`config.mk`:
```
export PLATFORM = sky130hd
export DESIGN_NAME = lcd_fb_addr_gen
export DESIGN_NICKNAME = d
export VERILOG_FILES = /design/src/rtl/lcd_fb_pkg.sv /design/src/rtl/lcd_fb_base_reg.sv /design/src/rtl/lcd_fb_addr_ctr.sv /design/src/rtl/lcd_fb_pix_unpack.sv /design/src/rtl/lcd_fb_addr_gen.sv
export SDC_FILE = /design/constraint.sdc
export NUM_CORES = 1
export LEC_CHECK = 0
export BUFFER_PORTS_ARGS = -buffer_cell sky130_fd_sc_hd__buf_2
export CELL_PAD_IN_SITES_DETAIL_PLACEMENT = 1
export CELL_PAD_IN_SITES_GLOBAL_PLACEMENT = 1
export CORE_UTILIZATION = 38
export CTS_CLUSTER_SIZE = 8
export DETAILED_ROUTE_END_ITERATION = 16
export PLACE_DENSITY_LB_ADDON = 0.05
export SLEW_MARGIN = 10
export SYNTH_ARGS = -nofsm -noshare
export SYNTH_HDL_FRONTEND = slang
export SYNTH_SLANG_ARGS = --single-unit
export TNS_END_PERCENT = 100
```
`constraint.sdc`:
```
create_clock -name clk -period 6.1 [get_ports clk]
set_clock_uncertainty 0.1 [all_clocks]
set_input_delay 1.83 -clock clk [delete_from_list [all_inputs] [get_ports clk]]
set_output_delay 1.83 -clock clk [all_outputs]
set_load 0.02 [all_outputs]
```
`src/rtl/lcd_fb_pkg.sv`:
```
// Shared definitions for the LCD frame buffer address generator.
// Assumes 32-bit words and a 16-pixel granularity for line lengths.
package lcd_fb_pkg;

    // Per-fetch position markers produced by the address counter.
    typedef struct packed {
        logic eol;
        logic eof;
    } fb_mark_t;

    // Number of buffer words covering one 16-pixel line unit.
    function automatic int unsigned words_per_unit(input int unsigned pix_w,
                                                   input int unsigned word_w);
        return (16 * pix_w) / word_w;
    endfunction

endpackage

```
`src/rtl/lcd_fb_base_reg.sv`:
```
// Region nibble register: holds the top address bits of the frame buffer.
// Assumes software writes it only while the controller is disabled; writes
// arriving while enabled are dropped so an in-flight fetch keeps its region.
module lcd_fb_base_reg #(
    parameter int unsigned         BASE_W  = 4,
    parameter logic [BASE_W-1:0]   RST_VAL = 4'hC
) (
    input  logic              clk,
    input  logic              rst_n,
    input  logic              enable,
    input  logic              wr,
    input  logic [BASE_W-1:0] wdata,
    output logic [BASE_W-1:0] base
);

    // Load the nibble only when the controller is stopped.
    always_ff @(posedge clk) begin
        if (!rst_n) begin
            base <= RST_VAL;
        end else if (wr && !enable) begin
            base <= wdata;
        end
    end

endmodule

```
`src/rtl/lcd_fb_addr_ctr.sv`:
```
// Word index and line position counters for the frame scan.
// Assumes line_units and frame_words stay stable while enabled and that
// frame_words is at least 1. Markers are combinational with the accepted fetch.
module lcd_fb_addr_ctr
    import lcd_fb_pkg::*;
#(
    parameter int unsigned IDX_W = 15,
    parameter int unsigned LU_W  = 7,
    parameter int unsigned WPU   = 2
) (
    input  logic             clk,
    input  logic             rst_n,
    input  logic             enable,
    input  logic             fetch_ack,
    input  logic [LU_W-1:0]  line_units,
    input  logic [IDX_W:0]   frame_words,
    output logic [IDX_W-1:0] widx,
    output fb_mark_t         mark
);

    localparam int unsigned LC_W = LU_W + $clog2(WPU) + 1;

    logic [LC_W-1:0] lcnt;
    logic [LC_W-1:0] lend;
    logic [IDX_W:0]  fend;
    logic            at_eol;
    logic            at_eof;
    logic            step;

    // Last word position of a line and of the frame.
    always_comb begin
        lend   = LC_W'(line_units) * LC_W'(WPU) - LC_W'(1);
        fend   = frame_words - (IDX_W+1)'(1);
        at_eol = (lcnt == lend);
        at_eof = ({1'b0, widx} == fend);
        step   = enable && fetch_ack;
        mark.eol = step && at_eol;
        mark.eof = step && at_eof;
    end

    // Advance position on each accepted fetch, wrap at frame end.
    always_ff @(posedge clk) begin
        if (!rst_n || !enable) begin
            widx <= '0;
            lcnt <= '0;
        end else if (fetch_ack) begin
            if (at_eof) begin
                widx <= '0;
                lcnt <= '0;
            end else begin
                widx <= widx + IDX_W'(1);
                lcnt <= at_eol ? '0 : lcnt + LC_W'(1);
            end
        end
    end

endmodule

```
`src/rtl/lcd_fb_pix_unpack.sv`:
```
// Splits fetched words into pixels, least significant pixel first.
// Assumes the pixel sink takes one pixel every cycle while pix_valid is high.
// A new word is taken when at most one pixel remains, so words stream gaplessly.
module lcd_fb_pix_unpack #(
    parameter int unsigned WORD_W = 32,
    parameter int unsigned PIX_W  = 4
) (
    input  logic              clk,
    input  logic              rst_n,
    input  logic              enable,
    input  logic              word_valid,
    input  logic [WORD_W-1:0] word_data,
    output logic              word_ready,
    output logic              pix_valid,
    output logic [PIX_W-1:0]  pix_data
);

    localparam int unsigned NPIX  = WORD_W / PIX_W;
    localparam int unsigned CNT_W = $clog2(NPIX + 1);

    logic [WORD_W-1:0] shreg;
    logic [CNT_W-1:0]  left;
    logic              load;

    // Handshake and output view of the shift register.
    always_comb begin
        word_ready = enable && (left <= CNT_W'(1));
        load       = word_ready && word_valid;
        pix_valid  = (left != '0);
        pix_data   = shreg[PIX_W-1:0];
    end

    // Load a word or shift one pixel out per cycle; flush when disabled.
    always_ff @(posedge clk) begin
        if (!rst_n || !enable) begin
            shreg <= '0;
            left  <= '0;
        end else if (load) begin
            shreg <= word_data;
            left  <= CNT_W'(NPIX);
        end else if (left != '0) begin
            shreg <= shreg >> PIX_W;
            left  <= left - CNT_W'(1);
        end
    end

endmodule

```
`src/rtl/lcd_fb_addr_gen.sv`:
```
// Top level: forms fetch addresses from the region nibble and word index,
// flags line and frame ends, and unpacks fetched words into pixels.
// Assumes configuration inputs are stable while enable is high.
module lcd_fb_addr_gen
    import lcd_fb_pkg::*;
#(
    parameter int unsigned ADDR_W = 32,
    parameter int unsigned BASE_W = 4,
    parameter int unsigned WORD_W = 32,
    parameter int unsigned PIX_W  = 4,
    parameter int unsigned IDX_W  = 15,
    parameter int unsigned LU_W   = 7
) (
    input  logic              clk,
    input  logic              rst_n,
    input  logic              enable,
    input  logic              base_wr,
    input  logic [BASE_W-1:0] base_wdata,
    input  logic [LU_W-1:0]   line_units,
    input  logic [IDX_W:0]    frame_words,
    input  logic              fetch_ack,
    output logic              fetch_req,
    output logic [ADDR_W-1:0] fetch_addr,
    output logic              line_end,
    output logic              frame_end,
    input  logic              word_valid,
    input  logic [WORD_W-1:0] word_data,
    output logic              word_ready,
    output logic              pix_valid,
    output logic [PIX_W-1:0]  pix_data
);

    localparam int unsigned OFF_W   = ADDR_W - BASE_W;
    localparam int unsigned BYTE_SH = $clog2(WORD_W / 8);
    localparam int unsigned PAD_W   = OFF_W - IDX_W - BYTE_SH;
    localparam int unsigned WPU     = words_per_unit(PIX_W, WORD_W);

    logic [BASE_W-1:0] base;
    logic [IDX_W-1:0]  widx;
    logic [OFF_W-1:0]  offset;
    fb_mark_t          mark;

    lcd_fb_base_reg #(
        .BASE_W  (BASE_W),
        .RST_VAL (BASE_W'(4'hC))
    ) u_base (
        .clk    (clk),
        .rst_n  (rst_n),
        .enable (enable),
        .wr     (base_wr),
        .wdata  (base_wdata),
        .base   (base)
    );

    lcd_fb_addr_ctr #(
        .IDX_W (IDX_W),
        .LU_W  (LU_W),
        .WPU   (WPU)
    ) u_ctr (
        .clk         (clk),
        .rst_n       (rst_n),
        .enable      (enable),
        .fetch_ack   (fetch_ack),
        .line_units  (line_units),
        .frame_words (frame_words),
        .widx        (widx),
        .mark        (mark)
    );

    lcd_fb_pix_unpack #(
        .WORD_W (WORD_W),
        .PIX_W  (PIX_W)
    ) u_unpack (
        .clk        (clk),
        .rst_n      (rst_n),
        .enable     (enable),
        .word_valid (word_valid),
        .word_data  (word_data),
        .word_ready (word_ready),
        .pix_valid  (pix_valid),
        .pix_data   (pix_data)
    );

    // Byte offset of the current word, zero padded when the index is narrow.
    generate
        if (PAD_W > 0) begin : g_pad
            assign offset = {{PAD_W{1'b0}}, widx, {BYTE_SH{1'b0}}};
        end else begin : g_nopad
            assign offset = {widx, {BYTE_SH{1'b0}}};
        end
    endgenerate

    // Drive fetch side outputs.
    always_comb begin
        fetch_req  = enable;
        fetch_addr = {base, offset};
        line_end   = mark.eol;
        frame_end  = mark.eof;
    end

endmodule

```
### After elaboration in Yosys (flattened, before gate mapping)

Cells that the tools add are included.

| word-level totals | value |
|---|---|
| flip-flop bits (word level) | 64 |
| latch bits | 0 |
| bits in writable memories | 0 |
| bits in read-only memories | 0 |
| bits of input ports | 65 |
| output and inout bits | 41 |
| logic and storage cells | 33 |
| memories | 0 |

| operators by class | value |
|---|---|
| add/subtract/negate cells | 5 |
| $mul | 0 |
| divide/modulo/power cells | 0 |
| $lt $le $gt $ge | 1 |
| equality and inequality tests | 2 |
| shifts and indexed selects | 0 |
| multiplexer cells | 7 |
| bitwise gates (word level) | 0 |
| reduce and logical (&&, ||, !) cells | 12 |

Operators with widths:

| operator | number |
|---|---|
| 2-to-1 mux 32 bit | 2 |
| 2-to-1 mux 9 bit | 2 |
| == test 15 x 16 -> 1 bit | 1 |
| subtractor 16 x 1 -> 16 bit, second input constant | 1 |
| adder 15 x 1 -> 15 bit, second input constant | 1 |
| 2-to-1 mux 15 bit | 1 |
| adder 9 x 1 -> 9 bit, second input constant | 1 |
| == test 9 bit | 1 |
| subtractor 8 x 1 -> 9 bit, second input constant | 1 |
| 2-to-1 mux 4 bit | 2 |
| logical AND 1 bit | 6 |
| <= comparator 4 x 1 -> 1 bit, second input constant | 1 |
| nonzero test 4 bit | 1 |
| subtractor 4 x 1 -> 4 bit, second input constant | 1 |
| logical NOT 1 bit | 2 |
| nonzero test 2 bit | 1 |
| OR reduction 2 bit | 1 |
| logical OR 1 bit | 1 |

### Depth between registers and ports, before layout

Gate-level depths: netlist of run 1.

| depth | value |
|---|---|
| depth in word-level cells | 4 |
| depth in mapped cells | 14 |
| depth with buffers taken out | 10 |

### By module

From an unflattened synthesis of run 1, not the netlist that was laid out.

| unflattened totals | value |
|---|---|
| cells, all modules | 487 |
| area total of the unflattened synthesis | 4106.4 µm² |

By module, submodules not included:

| module | instances | cells an instance | area an instance (µm²) | sequential area each (µm²) |
|---|---|---|---|---|
| lcd_fb_addr_ctr | 1 | 244 | 1985.7 | 480.5 |
| lcd_fb_pix_unpack | 1 | 211 | 1845.5 | 720.7 |
| lcd_fb_base_reg | 1 | 17 | 166.4 | 80.1 |
| lcd_fb_addr_gen | 1 | 15 | 108.9 | 0.0 |

### Least setup slack after synthesis of run 1

Ideal clock, no wire load.

| timing | value |
|---|---|
| path type | input port to output port |
| start | input port frame_words[0] |
| end | output port frame_end |
| arrival time | 4.096 ns |
| data required time | 4.170 ns |
| setup slack | 0.074 ns |
| stages | 13 |
| buffers on the path | 4 |
| path through | inv_1 > ha_1 > buf_2 > or4b_1 > buf_2 > or4_1 > nand3_1 > o21ai_1 > a22o_1 > and4_4 > buf_6 > buf_6 > and3_1 |

| on the way | value |
|---|---|
| word-level cells in the longest chain between the ends | 3 |

RTL lines:

| what | RTL line | text |
|---|---|---|
| start: declaration | lcd_fb_addr_gen.sv:20 | `input logic [IDX_W:0] frame_words,` |
| subtractor 16 x 1 -> 16 bit | lcd_fb_addr_ctr.sv:33 | `fend = frame_words - (IDX_W+1)'(1);` |
| == test 15 x 16 -> 1 bit | lcd_fb_addr_ctr.sv:35 | `at_eof = ({1'b0, widx} == fend);` |
| logical AND 1 bit | lcd_fb_addr_ctr.sv:38 | `mark.eof = step && at_eof;` |
| end: declaration | lcd_fb_addr_gen.sv:25 | `output logic frame_end,` |

Every way passes these cells.

### Worst setup path in the final report of run 1

| timing | value |
|---|---|
| start | input port frame_words[9] |
| end | output port frame_end |

The elaborated chain is that of the path after synthesis.

==> results.ini, run 1 <==
[finish]
n_antenna_cell=0
fin_util_pct=45.9
final_cell_mix=92 x buf_2, 82 x nand2_1, 64 x dfxtp_1, 63 x nor2_1, 28 x a311oi_1
layout.nets=636
drive_gt1_share_pct=22.0
final_common_cell=buf_2
design_area_mm2=0.00448
area_delta_synth_final_pct=16.9
n_fill_cell=1285

[synth]
synthCells=497
async_reset_ff_share_pct=0
yosys.area.top_type=dfxtp_1
synth-seq-cells=64
ys_seq_area_share_pct=33.4
synthFlopType=dfxtp_1
syn_area_per_cell_um2=7.71
netlist_top_cells_area=dfxtp_1 33%, nand2_1 8.1%, a311oi_1 6.4%
synth_edf_count=0
ys_warn_count=0
ys_types=54
synth_top_cell_area_share_pct=33.4
syn-cell-area_mm2=0.00383

[routing]
drc_errors=0
viasPerCell=5.24
drt_iter0_markers=80
wl_per_cell_um=14.6
postRouteAntennaNets=0
dr.pass1.iters=4
num_vias=3680
wl_mm=10.3

[critical_path]
arrival_ns=4.03
critPathMaxFanout=9
critPathKind=in -> out
required_ns=4.17
critical_path.startpoint_type=input pin
endpoint_kind=primary output

[place]
postPlaceCellArea_mm2=0.00426
hpwl_mm=7.38
place_ws_ns=-0.000409
io_buffer_count=92
place_congestion=0.780

[status]
status=finished, final reports clean

[grt]
grt_util_all_layers_pct=20.6
first_global_vias=3504
gr-total-overflow=0
grt_use_met2_pct=33.4
met1_usage_pct=27.5
grt_util_met3_pct=5.61
antenna_found_initial=0
grt_pass1_wl_mm=17.2
grt.busiest_layer=met2
grt_max_degree=62

[timing]
hold_viol=0
period_needed_ns=5.96
slew_violations=0
fmaxAchievable_mhz=168
setup_slack_ns=0.141
period_share_pct=97.7
finalSetupViolCount=0
rsz0062_at_grt=no
whs_ns=0.374
relSlewSlack_pct=30.0
tightest_slew_ns=1.05

[clock_network]
cts-buffers-inserted=9
post_cts_buffers=0
cts_sinks=64
cts_tree=built
root_buffer=clkbuf_8
cts_buffer_depth=2
cts.reportedPaths.clkPinSlew_ns=0.07
clk_latency_ns=0.34
htreeDepth=3

[min_path]
hp-class=reg -> reg

[floorplanning]
dieArea_mm2=0.0105
rows=36
initial_core_util_pct=39.2
dieHeight_um=102
fp.dieW_um=102
core_mm2=0.00977
io_pins=106

[flow_run]
cap_violations=0

[power_and_ir_drop]
vdd_ir_drop_max_uv=111
p_leak_nw=1.77
cellPowerDensity_mw_per_mm2=221

## routing by layer
metal	part of all wire (%)	vias up	wire, um
li1	-	1835	-
met1	47	1780	4830
met2	48	57	4970
met3	3.7	8	381
met4	0.94	0	97
met5	0	-	0
## sequential cells by signal, summed over array words and instances, names as in the netlist
register / flops
u_ctr.lcnt: 9
u_ctr.widx: 15
u_unpack.left: 4
u_unpack.shreg: 32
u_base.base: 4
## synth_stat cells (10+ instances only)
cell / n
a21oi_1: 10
a311oi_1: 28
buf_4: 18
clkbuf_1: 29
dfxtp_1: 64
inv_1: 13
nand2_1: 83
nand3_1: 12
nor2_1: 63
nor3_1: 10
o21ai_0: 11
xnor2_1: 24
xor2_1: 17
## final cells by class
cell class / count / area (um^2) / area share [%]
multi-input cells: 376 / 2270 / 50.6
flip-flops and latches: 64 / 1280 / 28.6
repair buffers: 100 / 520 / 11.6
well taps: 133 / 166 / 3.71
clock buffers: 11 / 141 / 3.15
clock inverters: 5 / 56.3 / 1.26
inverters: 13 / 48.8 / 1.09
## critical path: stages
cell and delay (ns):
buf_2 0.16, or4_1 0.58, or4_1 0.48, nor3_2 0.15, xor2_1 0.10, nor3_2 0.18
and4_4 0.25, and3_1 0.14, buf_2 0.16
## power by group
| group | internal [W] | switching, W | total, W |
|---|---|---|---|
| Clock | 0.000199 | 0.000167 | 0.000366 |
| Sequential | 0.000432 | 0.00000833 | 0.000440 |
| Combinational | 0.0000610 | 0.000121 | 0.000182 |
## worst paths after layout
path	slack, ns	depth (start not counted)	start	to
worst max register to register	3.56	8	u_ctr.lcnt[6]	u_ctr.lcnt[8]
worst min register to register	0.37	2	u_base.base[3]	u_base.base[3]
worst min-delay path	0.37	2	u_base.base[3]	u_base.base[3]
worst max-delay path	0.14	9	frame_words[9]	frame_end
## kinds of logic after synthesis
| logic type | after synthesis | synth area share (%) |
|---|---|---|
| mux | 5 | 1.31 |
| other cells | 1 | 0.0978 |
| buf+inv | 69 | 9.27 |
| fa+ha+maj | 7 | 2.28 |
| simple gates | 227 | 27.9 |
| compound gates | 83 | 16.4 |
| xor+xnor | 41 | 9.37 |
| flops | 64 | 33.4 |
## stage by stage
step                      setup TNS, ns  total power, W  std cells
final                                 0        0.000989        702
after floorplan                       0        0.000579        509
after global routing                  0         0.00104        702
after global placement                0        0.000630        686
after CTS                             0         0.00100        702
after detailed placement      -0.000409        0.000632        686
## timing repair
| item | CTS | global route |
|---|---|---|
| resized for setup | 1 | 3 |
| hold buffers | 0 | 0 |
| setup endpoints to repair | 1 | 1 |
(Power assumes the default switching activity.)
==> run 2: changes to the inputs <==
- CORE_UTILIZATION: 38 -> 29
==> results.ini, run 2 (same netlist as run 1, synthesis figures left out) <==
[finish]
final-seq-area_mm2=0.00128  ; unchanged
n_antenna_cell=0  ; unchanged
top_regs=u_unpack.shreg (32), u_ctr.widx (15), u_ctr.lcnt (9)  ; unchanged
layout.nets=637  ; was 636
largest_reg_flops=32  ; unchanged
drive_gt1_share_pct=21.6  ; was 22.0%
area_delta_synth_final_pct=21.6  ; was 16.9%
final_cell_mix=92 x buf_2, 82 x nand2_1, 64 x dfxtp_1, 63 x nor2_1, 28 x a311oi_1  ; unchanged
n_fill_cell=1573  ; was 1,285
final_common_cell=buf_2  ; unchanged
top_register=u_unpack.shreg  ; unchanged
multi_input_area_mm2=0.00226  ; was 0.00227 mm^2
stdcell_count=742  ; was 702

[critical_path]
endpoint_kind=primary output  ; unchanged
critical_path.startpoint_type=input pin  ; unchanged
reg2reg_depth=8  ; unchanged
required_ns=4.17  ; about the same
r2r_slack_ns=3.62  ; was 3.56 ns
arrival_ns=4.07  ; was 4.03 ns
reg2reg_from=u_ctr.widx[13]  ; was u_ctr.lcnt[6]
r2r-end=u_ctr.widx[13]  ; was u_ctr.lcnt[8]
critPathMaxFanout=9  ; unchanged
critPathKind=in -> out  ; unchanged

[floorplanning]
initial_core_util_pct=30.0  ; was 39.2%
dieHeight_um=117  ; was 102 um
dieArea_mm2=0.0137  ; was 0.0105 mm^2
io_pins=106  ; unchanged
core_mm2=0.0128  ; was 0.00977 mm^2
rows=41  ; was 36
fp.dieW_um=117  ; was 102 um

[place]
place_congestion=0.757  ; was 0.780
io_buffer_count=92  ; unchanged
placed_cells=726  ; was 686
place_ws_ns=0.0377  ; was -0.000409 ns
hpwl_mm=7.76  ; was 7.38 mm

[timing]
relSlewSlack_pct=25.2  ; was 30.0%
hold_viol=0  ; unchanged
period_share_pct=98.3  ; was 97.7%
setup_slack_ns=0.104  ; was 0.141 ns
finalSetupViolCount=0  ; unchanged
fmaxAchievable_mhz=167  ; was 168 MHz
rsz0062_at_grt=no  ; unchanged
tightest_slew_ns=1.12  ; was 1.05 ns
period_needed_ns=6.00  ; was 5.96 ns
whs_ns=0.363  ; was 0.374 ns
setup_tns_ns=0  ; unchanged
slew_violations=0  ; unchanged

[clock_network]
cts_tree=built  ; unchanged
cts-buffers-inserted=9  ; unchanged
cts.reportedPaths.clkPinSlew_ns=0.05  ; was 0.07 ns
cts_buffer_depth=2  ; unchanged
clk_latency_ns=0.32  ; was 0.34 ns
postCtsResizedCells=0  ; was 1
post_cts_buffers=0  ; unchanged
htreeDepth=3  ; unchanged
hold_buffers=0  ; unchanged
root_buffer=clkbuf_16  ; was clkbuf_8
cts_sinks=64  ; unchanged

[grt]
gr-total-overflow=0  ; unchanged
grt_max_degree=62  ; unchanged
grt_util_all_layers_pct=16.8  ; was 20.6%
antenna_found_initial=0  ; unchanged
grt_pass1_wl_mm=18.0  ; was 17.2 mm
first_global_vias=3672  ; was 3,504

[power_and_ir_drop]
p_seq_share_pct=37.0  ; was 44.5%
vdd_ir_drop_max_uv=122  ; was 111 uV
pwr-share-comb_pct=15.3  ; was 18.4%
p_leak_nw=1.84  ; was 1.77 nW
power.share.clock_pct=47.7  ; was 37.1%
p_int_w=0.000886  ; was 0.000692 W
p_switching_w=0.000308  ; was 0.000296 W
swShare_pct=25.8  ; was 30.0%
cellPowerDensity_mw_per_mm2=256  ; was 221 mW/mm^2

[routing]
postRouteAntennaNets=0  ; unchanged
viasPerCell=4.93  ; was 5.24
num_vias=3658  ; was 3,680
drt_iter0_markers=80  ; unchanged
dr.pass1.iters=4  ; unchanged
drc_errors=0  ; unchanged
wl_per_cell_um=14.7  ; was 14.6 um
wl_mm=10.9  ; was 10.3 mm

[min_path]
min_to=u_base.base[3]  ; unchanged
hp-class=reg -> reg  ; unchanged
hold_start=u_base.base[3]  ; unchanged
min_path_cells=2  ; unchanged

[status]
status=finished, final reports clean  ; unchanged

[flow_run]
cap_violations=0  ; unchanged

==> run 2: cell types whose count changed in the layout (fill, tap and decap cells not counted), sizes merged <==
cell      before  now
buf          100  101
bufinv         1    2
clkbuf        11   14
clkinv         3    0
clkinvlp       1    0
==> run 2: critical path: stages <==
cell and delay [ns]:
buf_2 0.15, or4_1 0.59, or4_1 0.48, nor3_2 0.15, xor2_1 0.08, nor3_1 0.17
and4_4 0.28, and3_1 0.16, buf_2 0.16
==> run 2: metal layers <==
| layer | routed length, um | vias up | track usage (%) |
|---|---|---|---|
| met1 | 5110 | 1741 | 20.3 |
| met3 | 471 | 12 | 3.91 |
| met4 | 144 | 0 | 5.40 |
| met2 | 5180 | 66 | 29.5 |
| li1 | - | 1839 | - |
| met5 | 0 | - | 0 |
==> run 2: layout make-up <==
type | instances | share of cell area (%)
clock inverters | 2 | 1.29
well taps | 172 | 4.61
flip-flops and latches | 64 | 27.5
inverters | 13 | 1.05
clock buffers | 14 | 5.88
multi-input cells | 376 | 48.4
repair buffers | 101 | 11.3
==> run 2: worst max-delay path by stage <==
stage | startpoint | endpoint | slack [ns] | cells after the start
detailed placement | frame_words[0] | frame_end | 0.04 | 11
CTS | frame_words[0] | frame_end | 0.01 | 11
global placement | frame_words[0] | frame_end | 0.06 | 11
floorplan | frame_words[0] | frame_end | 0.07 | 13
global route | frame_words[9] | frame_end | 0.009 | 9
finish | frame_words[9] | frame_end | 0.10 | 9
==> run 2: metrics by stage <==
step	utilization [%]	instance area [um^2]	power, W
finish	36.5	4660	0.00119
global route	36.5	4660	0.00125
CTS	36.4	4650	0.00122
detailed placement	33.8	4320	0.000636
global placement	33.8	4320	0.000634
floorplan	-	3880	0.000579
==> run 2: power groups by stage <==
stage | Combinational [W] | Clock, W | Sequential [W]
detailed placement | 0.000186 | 0 | 0.000450
global route | 0.000205 | 0.000605 | 0.000443
global placement | 0.000184 | 0 | 0.000450
floorplan | 0.000129 | 0 | 0.000450
CTS | 0.000187 | 0.000589 | 0.000441
finish | 0.000183 | 0.000570 | 0.000441
